<file path="src/rtl/irr_pkg.sv">
package irr_pkg;

    localparam int ENT_W      = 64;
    localparam int BIT_DSTAT  = 12;
    localparam int BIT_POL    = 13;
    localparam int BIT_RIRR   = 14;
    localparam int BIT_MASK   = 16;
    localparam int ID_LSB     = 24;

    localparam logic [ENT_W-1:0] ENTRY_RST  = 64'h0001_0000_0001_0000;
    localparam logic [ENT_W-1:0] RO_BITS    = (64'd1 << BIT_DSTAT) | (64'd1 << BIT_RIRR);
    localparam logic [ENT_W-1:0] NOREF_BITS = (64'd1 << BIT_POL) | (64'd1 << BIT_MASK);

    localparam logic [7:0] OFS_SEL  = 8'h00;
    localparam logic [7:0] OFS_WIN  = 8'h10;
    localparam logic [7:0] IDX_ID   = 8'h00;
    localparam logic [7:0] IDX_VER  = 8'h01;
    localparam logic [7:0] IDX_ARB  = 8'h02;
    localparam logic [7:0] IDX_TBL  = 8'h10;
    localparam logic [7:0] VER_CODE = 8'h11;
    localparam logic [1:0] SIZE_WORD = 2'd2;

    typedef enum logic [1:0] {
        WIN_NONE,
        WIN_ID,
        WIN_VER,
        WIN_TBL
    } win_kind_e;

    // Merge one 32-bit half into an entry, keeping the status bits unchanged.
    function automatic logic [ENT_W-1:0] merge_half(
        input logic [ENT_W-1:0] cur,
        input logic [31:0]      data,
        input logic             upper
    );
        logic [ENT_W-1:0] wide;
        logic [ENT_W-1:0] lane;
        wide = upper ? {data, 32'h0} : {32'h0, data};
        lane = upper ? {32'hFFFF_FFFF, 32'h0} : {32'h0, 32'hFFFF_FFFF};
        return (cur & (~lane | RO_BITS)) | (wide & lane & ~RO_BITS);
    endfunction

endpackage

</file>
<file path="src/rtl/irr_bus_decode.sv">
module irr_bus_decode
    import irr_pkg::*;
#(
    parameter int ADDR_W = 8
) (
    input  logic              req_valid,
    input  logic              req_write,
    input  logic [1:0]        req_size,
    input  logic [ADDR_W-1:0] req_addr,
    output logic              sel_rd,
    output logic              sel_wr,
    output logic              win_rd,
    output logic              win_wr
);
    logic word_ok;
    logic at_sel;
    logic at_win;

    always_comb begin
        word_ok = req_valid && (req_size == SIZE_WORD);
        at_sel  = (req_addr == ADDR_W'(OFS_SEL));
        at_win  = (req_addr == ADDR_W'(OFS_WIN));
        sel_rd  = word_ok && at_sel && !req_write;
        sel_wr  = word_ok && at_sel &&  req_write;
        win_rd  = word_ok && at_win && !req_write;
        win_wr  = word_ok && at_win &&  req_write;
    end
endmodule

</file>
<file path="src/rtl/irr_window_map.sv">
module irr_window_map
    import irr_pkg::*;
#(
    parameter int NUM_PINS = 32,
    parameter int PIN_W    = 5
) (
    input  logic [7:0]       idx,
    output win_kind_e        kind,
    output logic             is_arb,
    output logic [PIN_W-1:0] pin,
    output logic             upper
);
    localparam int TBL_END = int'(IDX_TBL) + 2 * NUM_PINS;

    logic [7:0] rel;

    always_comb begin
        rel    = idx - IDX_TBL;
        pin    = PIN_W'(rel >> 1);
        upper  = rel[0];
        is_arb = (idx == IDX_ARB);
        if (idx == IDX_ID) begin
            kind = WIN_ID;
        end else if (idx == IDX_VER) begin
            kind = WIN_VER;
        end else if (idx == IDX_ARB) begin
            kind = WIN_ID;
        end else if ((int'(idx) >= int'(IDX_TBL)) && (int'(idx) < TBL_END)) begin
            kind = WIN_TBL;
        end else begin
            kind = WIN_NONE;
        end
    end
endmodule

</file>
<file path="src/rtl/irr_route_regs.sv">
module irr_route_regs
    import irr_pkg::*;
#(
    parameter int NUM_PINS = 32,
    parameter int ADDR_W   = 8,
    parameter int ID_W     = 4,
    parameter int PIN_W    = $clog2(NUM_PINS)
) (
    input  logic                clk,
    input  logic                rst_n,
    input  logic                req_valid,
    input  logic                req_write,
    input  logic [1:0]          req_size,
    input  logic [ADDR_W-1:0]   req_addr,
    input  logic [31:0]         req_wdata,
    output logic [31:0]         rsp_rdata,
    input  logic [NUM_PINS-1:0] pin_asserted,
    input  logic [NUM_PINS-1:0] irr_set,
    input  logic [NUM_PINS-1:0] irr_clr,
    output logic                tmr_refresh,
    output logic                deliver_req,
    output logic [PIN_W-1:0]    deliver_pin
);
    localparam logic [31:0] VER_WORD = (32'(NUM_PINS - 1) << 16) | 32'(VER_CODE);

    typedef struct packed {
        logic [NUM_PINS-1:0][ENT_W-1:0] tbl;
        logic [31:0]                    sel;
        logic [ID_W-1:0]                id;
        logic [31:0]                    rdata;
        logic                           refresh;
        logic                           deliver;
        logic [PIN_W-1:0]               dpin;
    } state_t;

    state_t s_q, s_d;

    logic             sel_rd, sel_wr, win_rd, win_wr;
    win_kind_e        w_kind;
    logic             w_is_arb;
    logic [PIN_W-1:0] w_pin;
    logic             w_upper;

    irr_bus_decode #(.ADDR_W(ADDR_W)) u_dec (
        .req_valid (req_valid),
        .req_write (req_write),
        .req_size  (req_size),
        .req_addr  (req_addr),
        .sel_rd    (sel_rd),
        .sel_wr    (sel_wr),
        .win_rd    (win_rd),
        .win_wr    (win_wr)
    );

    irr_window_map #(.NUM_PINS(NUM_PINS), .PIN_W(PIN_W)) u_map (
        .idx    (s_q.sel[7:0]),
        .kind   (w_kind),
        .is_arb (w_is_arb),
        .pin    (w_pin),
        .upper  (w_upper)
    );

    always_comb begin
        logic [ENT_W-1:0] old_e;
        logic [ENT_W-1:0] new_e;
        s_d         = s_q;
        s_d.rdata   = '0;
        s_d.refresh = 1'b0;
        s_d.deliver = 1'b0;
        s_d.dpin    = '0;
        old_e       = '0;
        new_e       = '0;

        for (int p = 0; p < NUM_PINS; p++) begin
            if (irr_set[p]) s_d.tbl[p][BIT_RIRR] = 1'b1;
            if (irr_clr[p]) s_d.tbl[p][BIT_RIRR] = 1'b0;
        end

        if (sel_wr) s_d.sel = req_wdata;
        if (sel_rd) s_d.rdata = s_q.sel;

        if (win_rd) begin
            case (w_kind)
                WIN_ID:  s_d.rdata = 32'(s_q.id) << ID_LSB;
                WIN_VER: s_d.rdata = VER_WORD;
                WIN_TBL: s_d.rdata = w_upper ? s_q.tbl[w_pin][63:32]
                                             : s_q.tbl[w_pin][31:0];
                default: s_d.rdata = '0;
            endcase
        end

        if (win_wr) begin
            if (w_kind == WIN_ID && !w_is_arb) begin
                s_d.id = req_wdata[ID_LSB +: ID_W];
            end else if (w_kind == WIN_TBL) begin
                old_e          = s_d.tbl[w_pin];
                new_e          = merge_half(old_e, req_wdata, w_upper);
                s_d.tbl[w_pin] = new_e;
                s_d.refresh    = |((old_e ^ new_e) & ~NOREF_BITS);
                s_d.deliver    = !new_e[BIT_MASK] && !new_e[BIT_RIRR] && pin_asserted[w_pin];
                s_d.dpin       = w_pin;
            end
        end
    end

    always_ff @(posedge clk or negedge rst_n) begin
        if (!rst_n) begin
            s_q <= '0;
            for (int p = 0; p < NUM_PINS; p++) begin
                s_q.tbl[p] <= ENTRY_RST;
            end
        end else begin
            s_q <= s_d;
        end
    end

    assign rsp_rdata   = s_q.rdata;
    assign tmr_refresh = s_q.refresh;
    assign deliver_req = s_q.deliver;
    assign deliver_pin = s_q.dpin;

endmodule

</file>
<file path="config.mk">
export PLATFORM = sky130hd
export DESIGN_NAME = irr_route_regs
export DESIGN_NICKNAME = d
export VERILOG_FILES = /design/src/rtl/irr_pkg.sv /design/src/rtl/irr_bus_decode.sv /design/src/rtl/irr_window_map.sv /design/src/rtl/irr_route_regs.sv
export SDC_FILE = /design/constraint.sdc
export NUM_CORES = 2
export LEC_CHECK = 0
export BUFFER_PORTS_ARGS = -buffer_cell sky130_fd_sc_hd__buf_4
export CAP_MARGIN = 20
export CORE_MARGIN = 8
export CORE_UTILIZATION = 29
export DETAILED_ROUTE_END_ITERATION = 10
export MAX_ROUTING_LAYER = met4
export SYNTH_ARGS = -nofsm -noshare
export SYNTH_HDL_FRONTEND = slang
export SYNTH_HIERARCHICAL = 1
export SYNTH_SLANG_ARGS = --single-unit
</file>
<file path="constraint.sdc">
create_clock -name clk -period 4.3 [get_ports clk]
set_input_delay 0.86 -clock clk [delete_from_list [all_inputs] [get_ports clk]]
set_output_delay 0.86 -clock clk [all_outputs]
set_load 0.01 [all_outputs]
</file>
Yosys cells after proc, flatten, opt, wreduce, memory -nomap -nowiden:

Index checks and enable logic that the tools add are counted.

* flip-flop bits (word level): 2123
* bits of input ports: 142

* add/sub/neg operators: 1
* reductions and logical operators: 21
* multiplexer cells: 89
* equal/unequal tests: 7
* magnitude comparators: 4
* bitwise operators: 6

Operator list (number)
* $mux 1999: 3
* $bwmux 2048: 1
* $bmux 64 s5: 2
* $demux 64 s5: 1
* $mux 64: 5
* $and 64x64->64: 2
* $mux 32: 3
* $pmux 32 s3: 1
* $mux 1: 65
* $not 64->64: 1
* $or 64x64->64: 1
* $xor 64x64->64: 1
* $reduce_or 62->1: 1
* $mux 7: 3
* $logic_not 8->1: 2
* $logic_and 1x1->1: 12
* $eq 8x1->1 const B: 1
* $eq 8x2->1 const B: 1
* $eq 8x5->1 const B: 1
* $ge 8x5->1 const B: 1
* $lt 8x7->1 const B: 1
* $mux 2: 4
* $eq 2x2->1 const B: 3
* $lt 5x6->1 const B: 1
* 8 further kinds: 11

Depth between registers and ports, before layout:

* word-level depth: 12
* depth in mapped cells: 16
* mapped depth without buffers: 12

By module:

The synthesis kept the hierarchy.

By module, submodules not included
* irr_route_regs: area an instance 92799.0 µm², instances 1, cells each 9139
* irr_window_map: area an instance 191.4 µm², instances 1, cells each 26
* irr_bus_decode: area an instance 63.8 µm², instances 1, cells each 9

Least setup slack after synthesis:

No wires, ideal clock.

* path type: input port to flip-flop
* from: in req_addr[7]
* to: reg s_q[1293] (netlist name)
* path slack: 0.989 ns
* data arrival time: 3.178 ns
* setup time: 0.133 ns
* data required time: 4.167 ns
* stages on the path: 10
* cells stage by stage: or4b_1 nor4_1 and3_1 and3_1 clkbuf_1 nand2_1 clkbuf_1 buf_1 nand2_1 o21ai_0

* word-level cells in the longest chain between the ends: 4

Ends and longest elaborated chain
* start: declaration: RTL line irr_route_regs.sv:14 `input logic [ADDR_W-1:0] req_addr,`
* $eq 8x5->1: RTL line irr_bus_decode.sv:22 `at_win = (req_addr == ADDR_W'(OFS_WIN));`
* $logic_and 1x1->1 (2 in series): RTL line irr_bus_decode.sv:26 `win_wr = word_ok && at_win && req_write;`
* via win_wr: RTL line irr_route_regs.sv:38 `logic sel_rd, sel_wr, win_rd, win_wr;`
* $reduce_and 3->1 (no source line)
* end: declaration: RTL line irr_route_regs.sv:36 `state_t s_q, s_d;`

The timed path passes the listed nets, and every way through them passes these cells.
A chain may end at the register's enable or synchronous reset.

==> flow_summary.json <==
{
  "rsz0062_at_grt": "false",
  "syn-num-nets": 9319,
  "grt_pass1_wl_um": 476000,
  "regToRegSetupSlack_ps": 190,
  "yosysSeqAreaShare": 0.572,
  "holdPathEnd": "s_q[1689]",
  "min_from": "irr_clr[25]",
  "die_h_um": 582,
  "drt_iter0_markers": 7493,
  "grt_util_all_layers": 0.190,
  "synth_flop_cell": "dfrtp_1",
  "clk_path_buf_depth": 3,
  "htreeDepth": 4,
  "timing.slew.headroom": 0.244,
  "critPathLaunchType": "flop",
  "vias": 69600,
  "power_density_nw_per_um2": 371,
  "grtUsageMet2": 0.289,
  "swShare": 0.227,
  "cp_max_fo": 27,
  "timing.rr.end": "tmr_refresh",
  "ios": 181,
  "synth-edff-count": 0,
  "layout_common_cells": "nand2_1, dfrtp_1, o21ai_0",
  "crit_chain": "inv_1 -> ha_1 -> inv_1 -> buf_12 -> nand4bb_4 -> buf_12 -> o22ai_1 -> nor4_1 -> nand2_1 -> a22o_1 -> nor4_1 -> a21oi_1 -> nor4_1 -> a41oi_1",
  "post-route-period-util": 0.955,
  "coreArea_um2": 320000,
  "tightest_slew_ps": 1130,
  "layout-area-overhead-vs-synth_pct": 15.9,
  "path_delay_family": "simple AND/OR/NAND/NOR gates",
  "min_path_type": "input pin to flop",
  "place_congestion": 0.901,
  "netlist_area_um2": 93100,
  "drv_cap": 0,
  "end_kind": "flop",
  "worst-setup-path-type": "flop to flop",
  "totalPowerFinal_w": 0.0400,
  "grt.overflow.total": 0,
  "synthArstFlopShare": 1.00,
  "seq_power_share": 0.501,
  "grt_max_degree": 187,
  "path_common_cell": "nor4_1",
  "setup_viol": 0,
  "worst-path-buf-inv": 4,
  "nets": 9132,
  "drc": 0,
  "ir_worst_vdd_v": 0.000400,
  "root_buffer": "clkbuf_16",
  "hold_viol_final": 0,
  "numPortBuffers": 180,
  "drt_wl_total_um": 323000,
  "antenna_left": 0,
  "dieArea_um2": 339000,
  "hpwl_um": 197000,
  "die_w_um": 582,
  "critPathMaxStageDelay_ps": 540,
  "period_needed_ps": 4110,
  "layout_commonest_cell": "nand2_1",
  "clk_latency_ps": 880,
  "numClockSinks": 2123,
  "grt_use_met3": 0.0273,
  "vias_per_cell": 5.20,
  "worst_ep_required_time_ps": 5040,
  "synth_cell_types": 71,
  "status": "finished clean",
  "critPathArrivalTime_ps": 4850,
  "syn_inst": 9174,
  "power.net_switching_w": 0.00906,
  "postSynthAreaPerCell_um2": 10.1,
  "fp-row-count": 208,
  "cts_tree": "done",
  "setup_tns_ps": 0,
  "synth_warnings": 6,
  "dr.pass1.iters": 6,
  "drive_gt1_frac": 0.133,
  "synth-seq-cells": 2123,
  "wl_per_cell_um": 24.1,
  "fin_skew_ps": 45.9,
  "grt_pass1_vias": 67300,
  "clkPwrFrac": 0.472,
  "critPathSlowestCell": "nor4_1",
  "grt_most_used_layer": "met2",
  "antenna_found_initial": 12,
  "final_max_slew_viol_count": 0,
  "start_util": 0.291,
  "reg2reg_from": "s_q[47]",
  "met1_usage": 0.259,
  "min_path_cells": 2,
  "path_clk_slew_ps": 70,
  "p_comb_frac": 0.027,
  "fmax_mhz": 243,
  "leakage_nw": 44.2,
  "cts_buffers": 213,
  "reg2regPathDepth": 14,
  "p_int_w": 0.0309
}
==> cell usage after synthesis (4+ instances only) <==
cell type	number	area share
inv_1	31	0.0013
xor2_1	7	0.00066
buf_6	14	0.0017
or4b_1	4	0.00043
nand2_1	2122	0.086
dfrtp_1	2059	0.55
mux4_2	118	0.029
o31ai_1	32	0.0026
buf_4	79	0.0064
nor3_1	13	0.00070
and2_1	4	0.00027
nor4_1	77	0.0052
a211oi_1	35	0.0028
a21oi_1	34	0.0018
clkbuf_1	639	0.026
a31oi_1	8	0.00054
o22ai_1	407	0.027
nor2_1	123	0.0050
nand4_1	5	0.00034
or4_1	6	0.00048
dfstp_2	64	0.018
o21ai_0	2016	0.11
a221oi_1	4	0.00038
nand3_1	35	0.0019
a21o_1	8	0.00065
xnor2_1	8	0.00075
buf_2	127	0.0068
mux2i_1	873	0.094
mux2_2	37	0.0045
and3_1	17	0.0011
nand4bb_1	6	0.00073
o221ai_1	8	0.00075
buf_1	73	0.0029
a22oi_1	14	0.0011
a22o_1	7	0.00066
==> worst max-delay path by stage <==
| stage | from | endpoint | slack (ps) | cells past startpoint |
|---|---|---|---|---|
| final | s_q[47] | tmr_refresh | 190 | 14 |
| after CTS | s_q[47] | tmr_refresh | 180 | 14 |
| after global placement | s_q[48] | tmr_refresh | 250 | 14 |
| after global routing | s_q[47] | tmr_refresh | 90 | 15 |
| after floorplan | req_addr[7] | s_q[1293] | 990 | 10 |
| after detailed placement | s_q[47] | tmr_refresh | 200 | 14 |
==> metrics by stage <==
step | instance area (um^2) | setup slack [ps] | instances | hold slack [ps] | utilization
after detailed placement | 101000 | 200 | 13000 | 362 | 0.314
after CTS | 108000 | 179 | 13400 | 95.9 | 0.337
after global routing | 108000 | 86.0 | 13400 | 107 | 0.337
after global placement | 101000 | 250 | 13000 | 360 | 0.314
final | 108000 | 192 | 13400 | 140 | 0.337
after floorplan | 93100 | 989 | 9174 | 424 | -
==> timing repair <==
item | CTS | global route
setup endpoints to repair | 0 | 1
setup buffers | 0 | 0
hold buffers | 1 | 0
resized for setup | 0 | 1
hold endpoints to repair | 28 | 0
==> registers in the layout (all words and copies together), names as in the netlist <==
signal and cells:
deliver_req 1, tmr_refresh 1, s_q 2084, rsp_rdata 32
deliver_pin 5
==> power by group through the flow <==
stage | clock network (W) | registers, W | logic [W]
after floorplan | 0 | 0.0204 | 0.000282
after global placement | 0 | 0.0204 | 0.00110
after detailed placement | 0 | 0.0204 | 0.00110
after CTS | 0.0191 | 0.0200 | 0.00110
after global routing | 0.0200 | 0.0200 | 0.00119
final | 0.0189 | 0.0200 | 0.00108
==> kinds of logic (layout without fill, tap and decap cells) <==
group                      after synthesis  after routing  share of synthesized area
xor gates and xnor gates                15             15                    0.00141
and+or+nand+nor                       2440           2440                      0.105
AOI/OAI and AO/OA                     2600           2600                      0.150
DFF                                   2123           2123                      0.572
adders and majority gates                3              3                   0.000403
muxes                                 1028           1028                      0.127
other                                    0             15                          0
buffers and inverters                  965            956                     0.0449
==> layout make-up <==
type / instances / area, um^2
antenna: 15 / 37.5
clock buffer: 323 / 6380
clock inverter: 70 / 706
fill: 32500 / 212000
inverter: 33 / 126
multi-input combinational: 6086 / 36300
sequential: 2123 / 53200
tap: 4200 / 5260
timing repair buffer: 530 / 5810
==> layer usage <==
| layer | share of wire | routed length, um |
|---|---|---|
| met1 | 0.44 | 141000 |
| met2 | 0.45 | 147000 |
| met3 | 0.065 | 20900 |
| met4 | 0.043 | 13800 |
| met5 | 0 | 0 |
Note: power is estimated with default switching activity, not from simulation.
